### config.mk
export PLATFORM = sky130hd
export DESIGN_NAME = gcd_engine
export DESIGN_NICKNAME = d
export VERILOG_FILES = /design/src/rtl/gcd_pkg.sv /design/src/rtl/gcd_start_sense.sv /design/src/rtl/gcd_remainder.sv /design/src/rtl/gcd_ctrl.sv /design/src/rtl/gcd_datapath.sv /design/src/rtl/gcd_engine.sv
export SDC_FILE = /design/constraint.sdc
export NUM_CORES = 1
export LEC_CHECK = 0
export BUFFER_PORTS_ARGS = -buffer_cell sky130_fd_sc_hd__buf_2
export CORE_MARGIN = 10
export CORE_UTILIZATION = 50
export DETAILED_ROUTE_END_ITERATION = 12
export PLACE_DENSITY = 0.79
export SYNTH_ARGS = -nofsm -noshare
export SYNTH_HDL_FRONTEND = slang
export SYNTH_SLANG_ARGS = --single-unit
export TNS_END_PERCENT = 1
### constraint.sdc
create_clock -name clk -period 3.9 [get_ports clk]
set_clock_uncertainty 0.1 [all_clocks]
set_input_delay 0.39 -clock clk [delete_from_list [all_inputs] [get_ports clk]]
set_output_delay 0.39 -clock clk [all_outputs]
set_load 0.01 [all_outputs]
### src/rtl/gcd_pkg.sv
package gcd_pkg;

    localparam int unsigned GCD_DEFAULT_WIDTH = 8;

    typedef enum logic [3:0] {
        S_IDLE,
        S_LOAD,
        S_CHECK,
        S_SWAP,
        S_REM_START,
        S_REM_WAIT,
        S_STORE,
        S_TEST,
        S_XCHG,
        S_DONE
    } gcd_state_e;

    // Moore control word: one bit per datapath micro-operation
    typedef struct packed {
        logic load;     // capture operands, drop ready
        logic swap;     // exchange working registers
        logic rem_go;   // launch remainder unit
        logic store;    // write remainder into first register
        logic publish;  // drive result, raise ready
    } gcd_ctl_t;

    // Status returned by the datapath
    typedef struct packed {
        logic equal;
        logic less;
        logic zero;
    } gcd_flags_t;

    function automatic gcd_ctl_t decode_state(gcd_state_e s);
        gcd_ctl_t c;
        c = '0;
        unique case (s)
            S_LOAD:      c.load    = 1'b1;
            S_SWAP:      c.swap    = 1'b1;
            S_XCHG:      c.swap    = 1'b1;
            S_REM_START: c.rem_go  = 1'b1;
            S_STORE:     c.store   = 1'b1;
            S_DONE:      c.publish = 1'b1;
            default:     c = '0;
        endcase
        return c;
    endfunction

    function automatic logic is_busy(gcd_state_e s);
        return (s != S_IDLE);
    endfunction

endpackage

### src/rtl/gcd_start_sense.sv
module gcd_start_sense (
    input  logic clk,
    input  logic rst,
    input  logic start,
    output logic start_rise
);
    logic start_q;

    always_ff @(posedge clk) begin
        if (rst) begin
            start_q <= 1'b0;
        end else begin
            start_q <= start;
        end
    end

    assign start_rise = start & ~start_q;
endmodule

### src/rtl/gcd_remainder.sv
module gcd_remainder #(
    parameter int unsigned WIDTH = gcd_pkg::GCD_DEFAULT_WIDTH
) (
    input  logic             clk,
    input  logic             rst,
    input  logic             go,
    input  logic [WIDTH-1:0] dividend,
    input  logic [WIDTH-1:0] divisor,
    output logic             done,
    output logic [WIDTH-1:0] remainder
);
    localparam int unsigned CW = $clog2(WIDTH + 1);
    localparam logic [CW-1:0] STEPS = CW'(WIDTH);

    logic             busy;
    logic [CW-1:0]    steps_left;
    logic [WIDTH:0]   partial;
    logic [WIDTH-1:0] bits_in;
    logic [WIDTH:0]   trial;
    logic [WIDTH:0]   diff;

    // Shift in the next dividend bit, then try subtracting the divisor
    assign trial = {partial[WIDTH-1:0], bits_in[WIDTH-1]};
    assign diff  = trial - {1'b0, divisor};

    always_ff @(posedge clk) begin
        if (rst) begin
            busy       <= 1'b0;
            steps_left <= '0;
            partial    <= '0;
            bits_in    <= '0;
            done       <= 1'b0;
        end else begin
            done <= 1'b0;
            if (go) begin
                busy       <= 1'b1;
                steps_left <= STEPS;
                partial    <= '0;
                bits_in    <= dividend;
            end else if (busy) begin
                partial    <= diff[WIDTH] ? trial : diff;
                bits_in    <= {bits_in[WIDTH-2:0], 1'b0};
                steps_left <= steps_left - 1'b1;
                if (steps_left == CW'(1)) begin
                    busy <= 1'b0;
                    done <= 1'b1;
                end
            end
        end
    end

    assign remainder = partial[WIDTH-1:0];
endmodule

### src/rtl/gcd_ctrl.sv
module gcd_ctrl
    import gcd_pkg::*;
(
    input  logic       clk,
    input  logic       rst,
    input  logic       start_rise,
    input  gcd_flags_t flags,
    input  logic       rem_done,
    output gcd_state_e state,
    output gcd_ctl_t   ctl
);
    gcd_state_e next_state;

    always_ff @(posedge clk) begin
        if (rst) begin
            state <= S_IDLE;
        end else begin
            state <= next_state;
        end
    end

    always_comb begin
        next_state = state;
        unique case (state)
            S_IDLE:      if (start_rise) next_state = S_LOAD;
            S_LOAD:      next_state = S_CHECK;
            S_CHECK: begin
                if (flags.equal)     next_state = S_DONE;
                else if (flags.less) next_state = S_SWAP;
                else                 next_state = S_REM_START;
            end
            S_SWAP:      next_state = S_REM_START;
            S_REM_START: next_state = S_REM_WAIT;
            S_REM_WAIT:  if (rem_done) next_state = S_STORE;
            S_STORE:     next_state = S_TEST;
            S_TEST:      next_state = flags.zero ? S_DONE : S_XCHG;
            S_XCHG:      next_state = S_REM_START;
            S_DONE:      next_state = S_IDLE;
            default:     next_state = S_IDLE;
        endcase
    end

    // Moore outputs: a function of the state alone
    assign ctl = decode_state(state);
endmodule

### src/rtl/gcd_datapath.sv
module gcd_datapath
    import gcd_pkg::*;
#(
    parameter int unsigned WIDTH = GCD_DEFAULT_WIDTH
) (
    input  logic             clk,
    input  logic             rst,
    input  gcd_ctl_t         ctl,
    input  logic [WIDTH-1:0] op_a,
    input  logic [WIDTH-1:0] op_b,
    input  logic [WIDTH-1:0] rem_value,
    output logic [WIDTH-1:0] big_q,
    output logic [WIDTH-1:0] small_q,
    output logic [WIDTH-1:0] result,
    output logic             ready,
    output gcd_flags_t       flags
);
    always_ff @(posedge clk) begin
        if (rst) begin
            big_q   <= '0;
            small_q <= '0;
            result  <= '0;
            ready   <= 1'b0;
        end else begin
            if (ctl.load) begin
                big_q   <= op_a;
                small_q <= op_b;
                ready   <= 1'b0;
            end
            if (ctl.swap) begin
                big_q   <= small_q;
                small_q <= big_q;
            end
            if (ctl.store) begin
                big_q <= rem_value;
            end
            if (ctl.publish) begin
                result <= small_q;
                ready  <= 1'b1;
            end
        end
    end

    always_comb begin
        flags.equal = (big_q == small_q);
        flags.less  = (big_q < small_q);
        flags.zero  = (big_q == '0);
    end
endmodule

### src/rtl/gcd_engine.sv
module gcd_engine
    import gcd_pkg::*;
#(
    parameter int unsigned WIDTH = GCD_DEFAULT_WIDTH
) (
    input  logic             clk,
    input  logic             rst,
    input  logic             start,
    input  logic [WIDTH-1:0] op_a,
    input  logic [WIDTH-1:0] op_b,
    output logic [WIDTH-1:0] result,
    output logic             ready
);
    logic             start_rise;
    gcd_state_e       state;
    gcd_ctl_t         ctl;
    gcd_flags_t       flags;
    logic [WIDTH-1:0] big_q;
    logic [WIDTH-1:0] small_q;
    logic             rem_done;
    logic [WIDTH-1:0] rem_value;

    gcd_start_sense u_sense (
        .clk        (clk),
        .rst        (rst),
        .start      (start),
        .start_rise (start_rise)
    );

    gcd_ctrl u_ctrl (
        .clk        (clk),
        .rst        (rst),
        .start_rise (start_rise),
        .flags      (flags),
        .rem_done   (rem_done),
        .state      (state),
        .ctl        (ctl)
    );

    gcd_datapath #(.WIDTH(WIDTH)) u_dp (
        .clk       (clk),
        .rst       (rst),
        .ctl       (ctl),
        .op_a      (op_a),
        .op_b      (op_b),
        .rem_value (rem_value),
        .big_q     (big_q),
        .small_q   (small_q),
        .result    (result),
        .ready     (ready),
        .flags     (flags)
    );

    gcd_remainder #(.WIDTH(WIDTH)) u_rem (
        .clk       (clk),
        .rst       (rst),
        .go        (ctl.rem_go),
        .dividend  (big_q),
        .divisor   (small_q),
        .done      (rem_done),
        .remainder (rem_value)
    );
endmodule

==> out/metrics.yaml <==
layout:
  fin_util: 0.575
  net_count_reported_at_finish: 404
  fillCellCount: 514
  areaGrowthSynthToFinish_pct: 9.63
  insertedDiodeCount: 0
  postLayoutCellArea_mm2: 0.00321
  drive_above_1_share: 0.128
clock_network:
  tritoncts.num_buffers: 5
  worst_setup_hold_path_clk_slew_ns: 0.10
  total_of_hold_buffers_inserted_after_clock_tree_synthesis: 0
  clkLatencyLatePin_ns: 0.31
  post_cts_buffers: 0
  cts_tree: "built"
  cts-htree-levels: 2
  cts_buffer_depth: 2
  cell_at_the_root_of_the_clock_tree: "clkbuf_8"
  cts_resized: 0
  cts.sinks: 52
pwr:
  power_frac_clock: 0.188
  p_int_mw: 1.10
  p_leak_nw: 1.19
  power_per_cell_area_mw_per_mm2: 569
  ir_worst_vdd_mv: 0.391
  switchingPower_mw: 0.718
  power_frac_comb: 0.439
  netSwitchingFraction: 0.394
  power_frac_seq: 0.372
timing:
  setup_violations: 0
  final-hold-violation-count: 0
  grt_setup_unrepaired: "false"
  post-route-period-util: 0.634
  report.final.slew_viol_count: 0
  timing.max_slew.rel_slack: 0.518
  pin_slew_with_the_least_headroom_to_its_limit_ns: 0.722
  setup_tns_ns: 0
  finalCriticalPeriod_ns: 2.47
  whs_ns: 0.201
  highest_clock_frequency_the_design_can_meet_mhz: 404
placed_design:
  placement.io_buffers: 27
  postPlaceCellArea_mm2: 0.00311
  hpwl_um: 5060
  globalplace.congestion: 0.891
job:
  maxCapViolations: 0
detailed_routing:
  viasPerCell: 5.89
  first_pass_iters: 4
  detail_route.iter0.violations: 251
  routedWlPerCell_um: 15.6
  routed_wl_um: 6860
  via_count: 2587
  route.antenna.remaining_nets: 0
  route.detailed.drc: 0
global_route:
  grt_antenna_before_repair: 0
  grt_pass1_wl_um: 11300
  all_layer_global_routing_usage: 0.148
  grt_start_max_net_pins: 42
  overflow: 0
  grt_pass1_vias: 2441
setup_path:
  setup.worst_path.class: "reg -> reg"
  critical_path_launch_point_type: "register"
  highest_fanout_seen_on_the_critical_path: 8
  crit_slowest_cell: "fa_1"
  critPathCaptureType: "register"
  path_buf_inv: 1
  cpLargestDelayFamily: "adder cells"
  worst_ep_arrival_time_ns: 2.60
  worstPathCellList: "inv_1 -> ha_1 -> fa_1 -> and2b_1 -> o211ai_2 -> o2bb2ai_4 -> xnor2_4 -> mux2_1 -> o31ai_1"
  worst-endpoint-required_ns: 4.03
  worst_path_largest_cell_delay_ns: 0.39
synth:
  synth-async-reset-ratio: 0
  synth_cells: 346
  synth_adder_area_share: 0.0839
  fraction_of_the_mapped_netlist_area_in_compound_gates: 0.253
  dominant_combinational_cell_family_by_area_after_synthesis: "compound AO/OA/AOI/OAI gates"
  yosys-mux-area-fraction: 0.0449
  ranking_of_synthesized_cells_by_area: "dfxtp_1 36%, ha_1 7.7%, a21oi_1 7.2%"
  synthesized_area_fraction_occupied_by_and_or_nand_nor_cells: 0.186
  synthXorXnorAreaFrac: 0.0304
  synthesis.area_per_instance_um2: 8.45
  synth_most_common_cell: "dfxtp_1"
  synthTopCellsByCount: "52 x dfxtp_1, 42 x a21oi_1, 38 x nand2_1"
  synth.ff_latch_count: 52
  synth.yosys.seq_area_share: 0.356
  synth.distinct_cells: 52
  syn_nets: 384
  synth-main-ff-cell: "dfxtp_1"
  synth.yosys.warnings: 0
  netlist.top_cell.by_area: "dfxtp_1"
  synth_edf_count: 0
  mapped_area_mm2: 0.00292
  netlist.area_leader.share: 0.356
floorplanning:
  design.portCount: 28
  start_util: 0.525
  total_core_area_mm2: 0.00557
  die_width_um: 96.5
  die_area_mm2: 0.00931
  die-height_um: 96.5
  core.rowCount: 27
min_path:
  hp-class: "in -> reg"
outcome:
  run_status: "completed"
==> flip-flops by register name, indices dropped and copies added (netlist names) <==
signal	count
u_dp.big_q	8
u_dp.result	8
u_dp.small_q	8
u_rem.bits_in	8
u_rem.partial	8
u_ctrl.state	4
u_rem.steps_left	4
u_dp.ready	1
u_rem.busy	1
u_rem.done	1
u_sense.start_q	1
==> power by group through the flow <==
stage | combinational (mW) | sequential, mW | clock [mW]
after floorplan | 0.667 | 0.646 | 0
after global placement | 0.763 | 0.687 | 0
after detailed placement | 0.784 | 0.689 | 0
after CTS | 0.790 | 0.677 | 0.349
after global routing | 0.883 | 0.689 | 0.370
final | 0.801 | 0.679 | 0.343
==> layout make-up <==
class | count | area [um2] | area share
clock buffer | 6 | 82.6 | 0.0258
clock inverter | 2 | 17.5 | 0.00546
inverter | 18 | 67.6 | 0.0211
multi-input combinational | 259 | 1750 | 0.546
sequential | 52 | 1040 | 0.325
tap | 72 | 90.1 | 0.0281
timing repair buffer | 30 | 158 | 0.0492
==> kinds of logic after synthesis <==
| kind of cell | Yosys count |
|---|---|
| AOI/OAI and AO/OA | 112 |
| xor gates and xnor gates | 8 |
| adders and majority gates | 19 |
| buffers and inverters | 35 |
| DFF | 52 |
| muxes | 13 |
| and+or+nand+nor | 107 |
==> worst paths after layout <==
kind / startpoint / end / slack (ns) / cells past startpoint
max: u_rem.bits_in[7] / u_rem.partial[0] / 1.43 / 9
min: start / u_sense.start_q / 0.20 / 2
max reg2reg: u_rem.bits_in[7] / u_rem.partial[0] / 1.43 / 9
min reg2reg: u_dp.result[1] / u_dp.result[1] / 0.36 / 2
==> per-stage QoR <==
| stage | power, mW | setup slack, ns | instances |
|---|---|---|---|
| 4_1_cts | 1.82 | 1.41 | 439 |
| 5_1_grt | 1.94 | 1.29 | 439 |
| 2_1_floorplan | 1.31 | 1.58 | 346 |
| 6_report | 1.82 | 1.43 | 439 |
| 3_5_place_dp | 1.47 | 1.45 | 431 |
| 3_3_place_gp | 1.45 | 1.48 | 431 |
==> cell usage in the layout, fill, tap and decap left out, types with 2 or more instances in the layout <==
cell,count
xor2_1,2
clkbuf_8,6
a21o_1,2
o31ai_1,2
o21a_1,6
nor3_1,4
nand2_1,38
a21oi_2,2
o21ai_1,3
a22oi_1,24
nor3b_1,2
a31oi_1,3
and4_1,2
nor2_1,26
nor2b_1,6
a21oi_1,42
a211oi_1,12
mux2i_1,12
dfxtp_1,52
ha_1,18
buf_2,27
o21ai_0,6
nand3b_1,4
inv_6,2
o22ai_1,3
inv_1,17
nand2b_1,8
buf_4,3
or4_1,2
nand3_1,4
xnor2_1,5
==> routing by layer <==
metal / vias to the layer above / GRT usage / part of all wire
met3: 11 / 0.0324 / 0.049
met2: 62 / 0.243 / 0.49
li1: 1282 / - / -
met1: 1232 / 0.186 / 0.45
met4: 0 / 0.0496 / 0.014
met5: - / 0 / 0
No activity file was read; power rests on OpenSTA's default activity.
